**src/rtl/exu_pkg.sv**
```systemverilog
package exu_pkg;
  localparam logic [3:0] FN_ADD = 4'd0;
  localparam logic [3:0] FN_SUB = 4'd1;
  localparam logic [3:0] FN_AND = 4'd2;
  localparam logic [3:0] FN_XOR = 4'd3;

  typedef enum logic [3:0] {
    COND_ALWAYS = 4'd0,
    COND_LE     = 4'd1,
    COND_LT     = 4'd2,
    COND_EQ     = 4'd3,
    COND_NE     = 4'd4,
    COND_GE     = 4'd5,
    COND_GT     = 4'd6
  } cond_e;

  // One-hot operation strobes plus a flag-load strobe, control -> datapath
  typedef struct packed {
    logic useAdd;
    logic useSub;
    logic useAnd;
    logic useXor;
    logic loadFlags;
  } exu_strobe_t;
endpackage

```
**src/rtl/exu_ctrl.sv**
```systemverilog
module exu_ctrl
  import exu_pkg::*;
(
  input  logic [3:0]  aluFn,
  input  logic        setCc,
  input  logic        addOverride,
  output exu_strobe_t strobe
);
  logic fnValid;

  assign fnValid = (aluFn <= FN_XOR);

  always_comb begin
    strobe = '0;
    if (addOverride) begin
      strobe.useAdd = 1'b1;
    end else begin
      unique case (aluFn)
        FN_ADD:  strobe.useAdd = 1'b1;
        FN_SUB:  strobe.useSub = 1'b1;
        FN_AND:  strobe.useAnd = 1'b1;
        FN_XOR:  strobe.useXor = 1'b1;
        default: ;
      endcase
    end
    strobe.loadFlags = setCc && !addOverride && fnValid;
  end
endmodule

```
**src/rtl/exu_cond.sv**
```systemverilog
module exu_cond
  import exu_pkg::*;
(
  input  logic       zfQ,
  input  logic       sfQ,
  input  logic       ofQ,
  input  logic [3:0] condFn,
  output logic       condTrue
);
  logic lessThan;

  assign lessThan = sfQ ^ ofQ;

  always_comb begin
    unique case (condFn)
      COND_ALWAYS: condTrue = 1'b1;
      COND_LE:     condTrue = lessThan | zfQ;
      COND_LT:     condTrue = lessThan;
      COND_EQ:     condTrue = zfQ;
      COND_NE:     condTrue = !zfQ;
      COND_GE:     condTrue = !lessThan;
      COND_GT:     condTrue = !lessThan && !zfQ;
      default:     condTrue = 1'b0;
    endcase
  end
endmodule

```
**src/rtl/exu_datapath.sv**
```systemverilog
module exu_datapath
  import exu_pkg::*;
#(
  parameter int W = 32
) (
  input  logic         clk,
  input  logic         rstN,
  input  exu_strobe_t  strobe,
  input  logic [W-1:0] valA,
  input  logic [W-1:0] valB,
  input  logic [3:0]   condFn,
  output logic [W-1:0] valE,
  output logic         zfQ,
  output logic         sfQ,
  output logic         ofQ,
  output logic         condTrue
);
  localparam int MSB = W - 1;

  logic [W-1:0] sumVal;
  logic [W-1:0] diffVal;
  logic         ovAdd;
  logic         ovSub;
  logic         ofNext;

  assign sumVal  = valB + valA;
  assign diffVal = valB - valA;

  assign ovAdd = (valA[MSB] == valB[MSB]) && (sumVal[MSB] != valA[MSB]);
  assign ovSub = (valA[MSB] != valB[MSB]) && (diffVal[MSB] != valB[MSB]);

  always_comb begin
    valE = '0;
    if (strobe.useAdd) valE = sumVal;
    if (strobe.useSub) valE = diffVal;
    if (strobe.useAnd) valE = valA & valB;
    if (strobe.useXor) valE = valA ^ valB;
  end

  assign ofNext = strobe.useAdd ? ovAdd : (strobe.useSub ? ovSub : 1'b0);

  always_ff @(posedge clk or negedge rstN) begin
    if (!rstN) begin
      zfQ <= 1'b1;
      sfQ <= 1'b0;
      ofQ <= 1'b0;
    end else if (strobe.loadFlags) begin
      zfQ <= (valE == '0);
      sfQ <= valE[MSB];
      ofQ <= ofNext;
    end
  end

  exu_cond cond_i (
    .zfQ      (zfQ),
    .sfQ      (sfQ),
    .ofQ      (ofQ),
    .condFn   (condFn),
    .condTrue (condTrue)
  );
endmodule

```
**src/rtl/exec_unit.sv**
```systemverilog
module exec_unit
  import exu_pkg::*;
#(
  parameter int W = 32
) (
  input  logic         clk,
  input  logic         rstN,
  input  logic [3:0]   aluFn,
  input  logic [W-1:0] valA,
  input  logic [W-1:0] valB,
  input  logic         setCc,
  input  logic         addOverride,
  input  logic [3:0]   condFn,
  output logic [W-1:0] valE,
  output logic         zf,
  output logic         sf,
  output logic         of,
  output logic         condTrue
);
  exu_strobe_t strobe;

  exu_ctrl ctrl_i (
    .aluFn       (aluFn),
    .setCc       (setCc),
    .addOverride (addOverride),
    .strobe      (strobe)
  );

  exu_datapath #(.W(W)) dp_i (
    .clk      (clk),
    .rstN     (rstN),
    .strobe   (strobe),
    .valA     (valA),
    .valB     (valB),
    .condFn   (condFn),
    .valE     (valE),
    .zfQ      (zf),
    .sfQ      (sf),
    .ofQ      (of),
    .condTrue (condTrue)
  );
endmodule

```
**config.mk**
```make
export PLATFORM = sky130hd
export DESIGN_NAME = exec_unit
export DESIGN_NICKNAME = d
export VERILOG_FILES = /design/src/rtl/exu_pkg.sv /design/src/rtl/exu_ctrl.sv /design/src/rtl/exu_cond.sv /design/src/rtl/exu_datapath.sv /design/src/rtl/exec_unit.sv
export SDC_FILE = /design/constraint.sdc
export NUM_CORES = 1
export LEC_CHECK = 0
export ABC_AREA = 0
export CAP_MARGIN = 20
export CORE_MARGIN = 4
export CORE_UTILIZATION = 53
export DETAILED_ROUTE_END_ITERATION = 10
export HOLD_SLACK_MARGIN = 0.1
export PLACE_DENSITY = 0.84
export SYNTH_ARGS = -nofsm -noshare
export SYNTH_HDL_FRONTEND = slang
export SYNTH_SLANG_ARGS = --single-unit
```
**constraint.sdc**
```tcl
create_clock -name clk -period 3.8 [get_ports clk]
set_input_delay 0.38 -clock clk [delete_from_list [all_inputs] [get_ports clk]]
set_output_delay 0.38 -clock clk [all_outputs]
set_load 0.02 [all_outputs]
```
==> summary.md, run 1 <==
| Metric | Value |
|---|---|
| Die H | roughly 100 µm |
| Largest cells by area after synthesis | ha_1, a21oi_1, nor2_1, o21ai_0, nand2_1 |
| Sink Count | 3 |
| Most area-hungry cell type in the Yosys netlist | ha_1 |
| Asr flop ratio synth | 1.00 |
| Avg Synthesized Cell Area | 6.41 µm² |
| Mapped Cells | 773 |
| Largest net degree at the start of global routing | 33 |
| CTS Root Cell | clkbuf_8 |
| Post-synthesis sequential area ratio | 0.0154 |
| Seq cells post-synth | 3 |
| Boundary Pins | 112 |
| Top_reg_cell synth | dfrtp_1 |
| CTS Buf Count | 3 |
| Worst slack at placement | -824 ps |
| Floorplan row count | 35 |
| Synth Warn # | 0 |
| Distinct cell type count after synthesis | 87 |
| Fail Step | global routing (5_1_grt) |
| PortBufs | 111 |
| Grt ovf | 55 |
| Mapped Nets | 914 |
| GRT Total Usage | 0.709 |
| Initial Util | 0.541 |
| Cells after DPL | 1196 |
| Post-synth EDFFs | 0 |
| GP Congestion | roughly 1.1 |
| Die width | 105 µm |
| Area share of the largest cell type after synthesis | 0.159 |
| First-pass GRT wire length | between 60 and 70 mm |
| Status | aborted with a tool error |
| # H-tree levels | 1 |
| Detailed placer's ending HPWL | 19.6 mm |
| Clk buf depth | 2 |
| Vias in the first global route | 10900 |
| First error | [ERROR GRT-0116] Global routing finished with congestion. Check the congestion regions in the DRC Viewer. |
| Syn Std Cell Area | 0.00495 mm² |
synthesized netlist by cell type (11+ instances only):
library cell	number
nor2_1	75
nand2_1	69
a21oi_1	68
ha_1	63
inv_1	63
o21ai_0	52
clkbuf_1	40
nor3_1	22
a211oi_1	16
o211ai_1	14
a31oi_1	13
nor4_1	13
a21o_1	12
mux2i_1	12
nand3_1	12
xnor2_1	11
per-layer routing:
| layer | global-route usage | GRT overflow |
|---|---|---|
| met1 | 0.699 | 1 |
| met2 | 0.909 | 32 |
| met3 | 0.530 | 0 |
| met4 | 0.716 | 22 |
| met5 | 0.133 | 0 |
stage by stage:
step / utilization / area [µm²]
2_1_floorplan: - / 4950
3_3_place_gp: 0.864 / 7910
3_5_place_dp: 0.864 / 7910
4_1_cts: 0.939 / 8590
what timing repair did:
item	CTS
hold buffers	0
pin swaps	37
setup buffers	20
endpoints found under the setup margin	26
gates cloned	0
gates resized for setup	193
hold endpoints to repair	0
cell families after synthesis:
kind of cell	Yosys count	synth area share
AO/OA/AOI/OAI	300	0.410
AND/OR/NAND/NOR	263	0.264
buffers and inverters	113	0.0869
adder cells (fa/ha/maj)	65	0.167
multiplexers	16	0.0333
XOR/XNOR	13	0.0230
flip-flops	3	0.0154
==> inputs of run 2 (changes only) <==
--- a/config.mk
+++ b/config.mk
@@ -8,10 +8,9 @@
 export ABC_AREA = 0
 export CAP_MARGIN = 20
 export CORE_MARGIN = 4
-export CORE_UTILIZATION = 53
+export CORE_UTILIZATION = 40
 export DETAILED_ROUTE_END_ITERATION = 10
-export HOLD_SLACK_MARGIN = 0.1
-export PLACE_DENSITY = 0.84
+export PLACE_DENSITY_LB_ADDON = 0.15
 export SYNTH_ARGS = -nofsm -noshare
 export SYNTH_HDL_FRONTEND = slang
 export SYNTH_SLANG_ARGS = --single-unit
==> summary.md, run 2 <==
| Metric | Value |
|---|---|
| Drt via density | 6.20 |
| CTS Buf Count | 3 (unchanged) |
| WP data required | slightly below 4000 ps |
| Detailed placer's ending HPWL | 19.5 mm (was 19.6 mm) |
| CTS tree | done |
| Grt ovf | 0 |
| FMAX | 0.259 GHz |
| Final Util | 0.730 |
| Nets | 1256 |
| Min-delay worst type | input pin to asynchronous set/reset pin |
| Vias | 7945 |
| Top flop regs | dp_i.ofQ: 1 flops, dp_i.sfQ: 1 flops, dp_i.zfQ: 1 flops |
| Count leader, synth | nor2_1 (unchanged) |
| Mapped Cells | 773 (unchanged) |
| Mapped Nets | 914 (unchanged) |
| Final WL | 25.6 mm |
| Die ar. | 0.0142 mm² |
| Core ar. | 0.0121 mm² |
| Most area-hungry cell type in the Yosys netlist | ha_1 (unchanged) |
| Post-Layout Cell Count | 1282 |
| Initial antenna violation count | 0 |
| P_leak | 3.98 nW |
| Setup TNS | -53.6 ps |
| Cells after DPL | 1259 (was 1196) |
| Most frequent cells in the layout | buf_4, nand2_1, nor2_1 |
| Final Hold Fails | 0 |
| Remaining antenna violation count | 0 |
| Seq cells post-synth | 3 (unchanged) |
| GP Congestion | 1.05 (was 1.14) |
| Largest net degree at the start of global routing | 26 |
| Worst Path Arrival | 4010 ps |
| Top_reg_cell synth | dfrtp_1 (unchanged) |
| Endpoints failing setup | 1 |
| Max_cap viols | 0 |
| Slew Viols, Final | 0 |
| PortBufs | 111 (unchanged) |
| Final instance area | 0.00880 mm² |
| Initial Util | 0.411 (was 0.541) |
| Reg2reg path depth | 1 |
| Hold buffers post-CTS | 0 (unchanged) |
| Crit Path Max Fanout | 7 |
| Slew headroom | 0.602 |
| Failing checks | negative setup slack |
| Power per cell area | 205 mW/mm² |
| Boundary Pins | 112 (unchanged) |
| Floorplan row count | 40 (was 35) |
| Post-layout min period | 3850 ps |
| P&R area growth vs syn | 77.7% |
| Net Sw Frac | 0.479 |
| WL/cell | 19.9 µm |
| Total inserted antenna cells | 0 |
| Critical path type | input pin to flip-flop |
| Tcrit/Tclk final | 1.01 |
| Reg power frac | 0.024 |
| Max rail drop VDD | 0.000125 V |
| Area share of the largest cell type after synthesis | 0.159 (unchanged) |
| Sequential cell area | 76.3 µm² |
| CTS Root Cell | clkbuf_16 (was clkbuf_8) |
| Net Sw Power | 0.000864 W |
| Clk buf depth | 2 (unchanged) |
| Synth Warn # | 0 (unchanged) |
| Status | complete, but fails checks (was aborted with a tool error) |
| Multi-input gate area | 0.00506 mm² |
| Die H | 119 µm (was 105 µm) |
| # H-tree levels | 1 (unchanged) |
| CP Capture Type | flip-flop |
| Worst-path clk slew | 30 ps |
| Top post-synthesis cells by count | nor2_1, nand2_1, a21oi_1, ha_1, inv_1 (unchanged) |
| Cell Int Power | 0.000941 W |
| Number of detailed-route iterations in the first pass | 6 |
| Fraction of layout cells with a size suffix above 1 | 0.361 |
| Design Power | 0.00181 W |
| Drt first-iter violations | 771 |
| Worst-Skew Late Latency | 230 ps |
| Asr flop ratio synth | 1.00 (unchanged) |
| Largest cells by area after synthesis | ha_1, a21oi_1, nor2_1, o21ai_0, nand2_1 (unchanged) |
| GRT Total Usage | 0.335 |
| Post-synthesis sequential area ratio | 0.0154 (unchanged) |
| Vias in the first global route | 7750 |
| Syn Std Cell Area | 0.00495 mm² (unchanged) |
| Worst-margin pin slew | around 600 ps |
| Startpoint types | input pin |
| Post-synth EDFFs | 0 (unchanged) |
| Die width | 119 µm (was 105 µm) |
| First-pass GRT wire length | slightly below 40 mm |
| Comb pwr share | 0.881 |
| Clock skew | 0 ps |
| RSZ-0062 raised after global routing | true |
| Commonest non-fill, non-tap cell in the layout | buf_4 |
| Placed cell areas | 0.00801 mm² (was 0.00791 mm²) |
| Fill cell count | ~1000 |
| Sink Count | 3 (unchanged) |
| Clock power frac | 0.095 |
| Fin worst setup slack | -53.6 ps |
| Remaining routing DRC violations | 0 |
| Avg Synthesized Cell Area | 6.41 µm² (unchanged) |
| Distinct cell type count after synthesis | 87 (unchanged) |
-- run 2: cell counts after synthesis --
Identical to the previous run, type by type.
-- run 2: cell families after synthesis --
| kind of cell | share of synthesized area |
|---|---|
| AOI/OAI and AO/OA | 0.410 |
| xor gates and xnor gates | 0.0230 |
| adders and majority gates | 0.167 |
| buffers and inverters | 0.0869 |
| DFF | 0.0154 |
| muxes | 0.0333 |
| and+or+nand+nor | 0.264 |
-- run 2: worst max-delay path, cell delays in order --
cell and delay (ps):
clkdlybuf4s50_1 500, inv_1 80, ha_4 270, buf_6 140, nor2_4 60, a211oi_4 320
o21ba_4 220, buf_4 120, nor3_1 50, mux2_2 270, a221o_1 340, nor2_1 120
or4b_4 500, nor4_4 310, nand3_1 130, o21ai_1 160
-- run 2: repair_timing --
item                       4_1_cts  5_1_grt
buffers inserted                20        0
pin swaps                       35        8
resized for setup              180       36
setup endpoints to repair       25       16
-- run 2: final cells by class --
type,count,area share
sequential,3,0.00867
multi-input combinational,657,0.575
tap,168,0.0239
timing repair buffer,383,0.355
clock buffer,4,0.00895
inverter,67,0.0286
-- run 2: through the flow --
stage,worst slack [ps],hold WS [ps]
after floorplan,255,84.4
after global placement,-676,486
after detailed placement,-661,484
after CTS,-11.9,344
after global routing,-132,362
final,-53.6,346
-- run 2: power groups by stage --
stage	registers, W	clock network (W)	logic [W]
floorplan	0.0000476	0	0.000684
global placement	0.0000417	0	0.00138
detailed placement	0.0000425	0	0.00141
CTS	0.0000422	0.000169	0.00151
global route	0.0000431	0.000172	0.00168
finish	0.0000436	0.000171	0.00159
-- run 2: per-layer routing --
metal | track usage | routed length (µm) | part of all wire | up-vias
li1 | - | - | - | 3584
met1 | 0.419 | 10100 | 0.39 | 3722
met2 | 0.580 | 12000 | 0.47 | 540
met3 | 0.0380 | 2420 | 0.095 | 99
met4 | 0.136 | 1050 | 0.041 | 0
met5 | 0 | 0 | 0 | -
-- run 2: worst paths after layout --
check,slack [ps],start,to
worst max-delay path,-50,valA[2],dp_i.zfQ
worst max register to register,2960,dp_i.sfQ,dp_i.sfQ
worst min-delay path,350,rstN,dp_i.ofQ
max in group asynchronous,3230,rstN,dp_i.zfQ
worst min register to register,540,dp_i.zfQ,dp_i.zfQ
min in group clk,540,dp_i.zfQ,dp_i.zfQ
(Power assumes the default switching activity.)
==> inputs of run 3 (changes only) <==
--- a/config.mk
+++ b/config.mk
@@ -9,6 +9,7 @@
 export CAP_MARGIN = 20
 export CORE_MARGIN = 4
 export CORE_UTILIZATION = 40
+export CTS_CLUSTER_DIAMETER = 50
 export DETAILED_ROUTE_END_ITERATION = 10
 export PLACE_DENSITY_LB_ADDON = 0.15
 export SYNTH_ARGS = -nofsm -noshare
==> results of run 3 <==
Final layout, timing and power as in run 2 (identical DEF).
==> inputs of run 4 (changes only) <==
==> constraint.sdc (replaced) <==
create_clock -name clk -period 4.9 [get_ports clk]
set_input_delay 0.49 -clock clk [delete_from_list [all_inputs] [get_ports clk]]
set_output_delay 0.49 -clock clk [all_outputs]
set_load 0.02 [all_outputs]
==> summary.md, run 4 (synthesis gave the netlist of run 2 again) <==
| Metric | Value |
|---|---|
| Status | complete, no violations (was complete, but fails checks) |
| Worst-margin pin slew | 718 ps (was 588 ps) |
| Worst-Skew Late Latency | 220 ps (was 230 ps) |
| Most frequent cells in the layout | clkdlybuf4s50_1, nor2_1, nand2_1 (was buf_4, nand2_1, nor2_1) |
| Clock power frac | 0.119 (was 0.095) |
| Commonest non-fill, non-tap cell in the layout | clkdlybuf4s50_1 (was buf_4) |
| Endpoints failing setup | 0 (was 1) |
| Final WL | 21.4 mm (was 25.6 mm) |
| Initial antenna violation count | 0 (unchanged) |
| Setup TNS | 0 ps (was -53.6 ps) |
| Detailed placer's ending HPWL | 17.0 mm (was 19.5 mm) |
| Power per cell area | 163 mW/mm² (was 205 mW/mm²) |
| Total inserted antenna cells | 0 (unchanged) |
| Drt first-iter violations | 678 (was 771) |
| Nets | 1049 (was 1256) |
| Remaining routing DRC violations | 0 (unchanged) |
| Critical path type | input pin to output pin (was input pin to flip-flop) |
| CTS Root Cell | clkbuf_16 (unchanged) |
| Floorplan row count | 40 (unchanged) |
| Final instance area | 0.00671 mm² (was 0.00880 mm²) |
| Fraction of layout cells with a size suffix above 1 | 0.108 (was 0.361) |
| Max rail drop VDD | 0.000129 V (was 0.000125 V) |
| CTS Buf Count | 3 (unchanged) |
| Vias | 6746 (was 7945) |
| Placed cell areas | 0.00660 mm² (was 0.00801 mm²) |
| Crit Path Max Fanout | 8 (was 7) |
| Reg power frac | 0.030 (was 0.024) |
| Comb pwr share | 0.851 (was 0.881) |
| GP Congestion | 1.02 (was 1.05) |
| Sequential cell area | 76.3 µm² (unchanged) |
| Vias in the first global route | 6402 (was 7750) |
| Die H | 119 µm (unchanged) |
| Remaining antenna violation count | 0 (unchanged) |
| Worst Path Arrival | 4300 ps (was 4010 ps) |
| Boundary Pins | 112 (unchanged) |
| # H-tree levels | 1 (unchanged) |
| Cell Int Power | 0.000542 W (was 0.000941 W) |
| Final Hold Fails | 0 (unchanged) |
| Startpoint types | input pin (unchanged) |
| Fill cell count | 1214 (was 1012) |
| Die ar. | 0.0142 mm² (unchanged) |
| CP startpoint | valA[11] (was valA[2]) |
| Clock skew | 0 ps (unchanged) |
| FMAX | 0.209 GHz |
| Max_cap viols | 0 (unchanged) |
| GRT Total Usage | 0.283 (was 0.335) |
| Top flop regs | dp_i.ofQ: 1 flops, dp_i.sfQ: 1 flops, dp_i.zfQ: 1 flops (unchanged) |
| WL/cell | 19.9 µm (about the same) |
| PortBufs | 111 (unchanged) |
| Die width | 119 µm (unchanged) |
| P&R area growth vs syn | 35.5% (was 77.7%) |
| Net Sw Frac | 0.504 (was 0.479) |
| Drt via density | 6.28 (was 6.20) |
| P_leak | 2.86 nW (was 3.98 nW) |
| Net Sw Power | 0.000551 W (was 0.000864 W) |
| CP Capture Type | output pin (was flip-flop) |
| Grt ovf | 0 (unchanged) |
| Min-delay worst type | input pin to asynchronous set/reset pin (unchanged) |
| Post-layout min period | 4790 ps |
| Initial Util | 0.411 (unchanged) |
| Multi-input gate area | 0.00447 mm² (was 0.00506 mm²) |
| Slew headroom | 0.521 (was 0.602) |
| WP data required | 4410 ps (was 3950 ps) |
| First-pass GRT wire length | 33.3 mm (was 39.3 mm) |
| Worst-path clk slew | 30 ps (about the same) |
| Core ar. | 0.0121 mm² (unchanged) |
| Slew Viols, Final | 0 (unchanged) |
| Worst R2R Start | dp_i.sfQ (unchanged) |
| Clk buf depth | 2 (unchanged) |
| CTS tree | done (unchanged) |
| Sink Count | 3 (unchanged) |
| Tcrit/Tclk final | 0.977 |
| Hold buffers post-CTS | 0 (unchanged) |
| RSZ-0062 raised after global routing | false (was true) |
| Number of detailed-route iterations in the first pass | 5 (was 6) |
| Largest net degree at the start of global routing | 33 (was 26) |
run 4: final cells by class:
| type | instances | area share |
|---|---|---|
| Inverter | 67 | 0.0375 |
| Sequential cell | 3 | 0.0114 |
| Tap cell | 168 | 0.0313 |
| Timing Repair Buffer | 176 | 0.241 |
| Clock buffer | 4 | 0.0117 |
| Multi-Input combinational cell | 657 | 0.667 |
run 4: stage by stage:
| step | utilization | hold WS (ps) | std cells | power, W | worst slack, ps |
|---|---|---|---|---|---|
| 6_report | 0.556 | 460 | 1075 | 0.00109 | 111 |
| 5_1_grt | 0.556 | 468 | 1075 | 0.00117 | 15.8 |
| 4_1_cts | 0.554 | 459 | 1075 | 0.00108 | 36.9 |
| 3_5_place_dp | 0.547 | 485 | 1071 | 0.000940 | 54.4 |
| 3_3_place_gp | 0.547 | 483 | 1071 | 0.000933 | 100 |
| 2_1_floorplan | - | 194 | 773 | 0.000567 | 1250 |
run 4: power by group through the flow:
| stage | combinational [W] | clock [W] | sequential [W] |
|---|---|---|---|
| floorplan | 0.000531 | 0 | 0.0000369 |
| global placement | 0.000900 | 0 | 0.0000325 |
| detailed placement | 0.000907 | 0 | 0.0000331 |
| CTS | 0.000912 | 0.000130 | 0.0000329 |
| global route | 0.00100 | 0.000133 | 0.0000337 |
| finish | 0.000931 | 0.000130 | 0.0000328 |
run 4: worst max-delay path: stages:
cell and delay [ps]:
clkdlybuf4s50_1 480, inv_1 50, ha_1 390, buf_4 210
inv_1 100, a21oi_1 70, o311ai_1 550, a2111oi_0 220
a21o_1 330, o21a_1 260, o21ai_0 270, mux2i_1 220
nand3b_1 110, clkdlybuf4s50_1 550
run 4: metal layers:
metal	global-route usage	routed length [µm]	up-vias
met3	0.0546	2220	60
met4	0.0847	731	0
li1	-	-	3159
met1	0.376	8940	3130
met5	0	0	-
met2	0.461	9500	397
run 4: worst paths after layout:
kind                             to  slack, ps  depth (start not counted)
setup / recovery           valE[30]        110                         14
hold / removal             dp_i.sfQ        460                          1
setup reg to reg           dp_i.sfQ       4100                          1
hold reg to reg            dp_i.zfQ        490                          2
max in group asynchronous  dp_i.zfQ       4210                          1
min in group clk           dp_i.zfQ        490                          2
run 4: repair_timing:
| item | CTS | global route |
|---|---|---|
| gates resized for setup | 0 | 9 |
| endpoints found under the setup margin | 0 | 7 |
| buffers inserted | 0 | 0 |
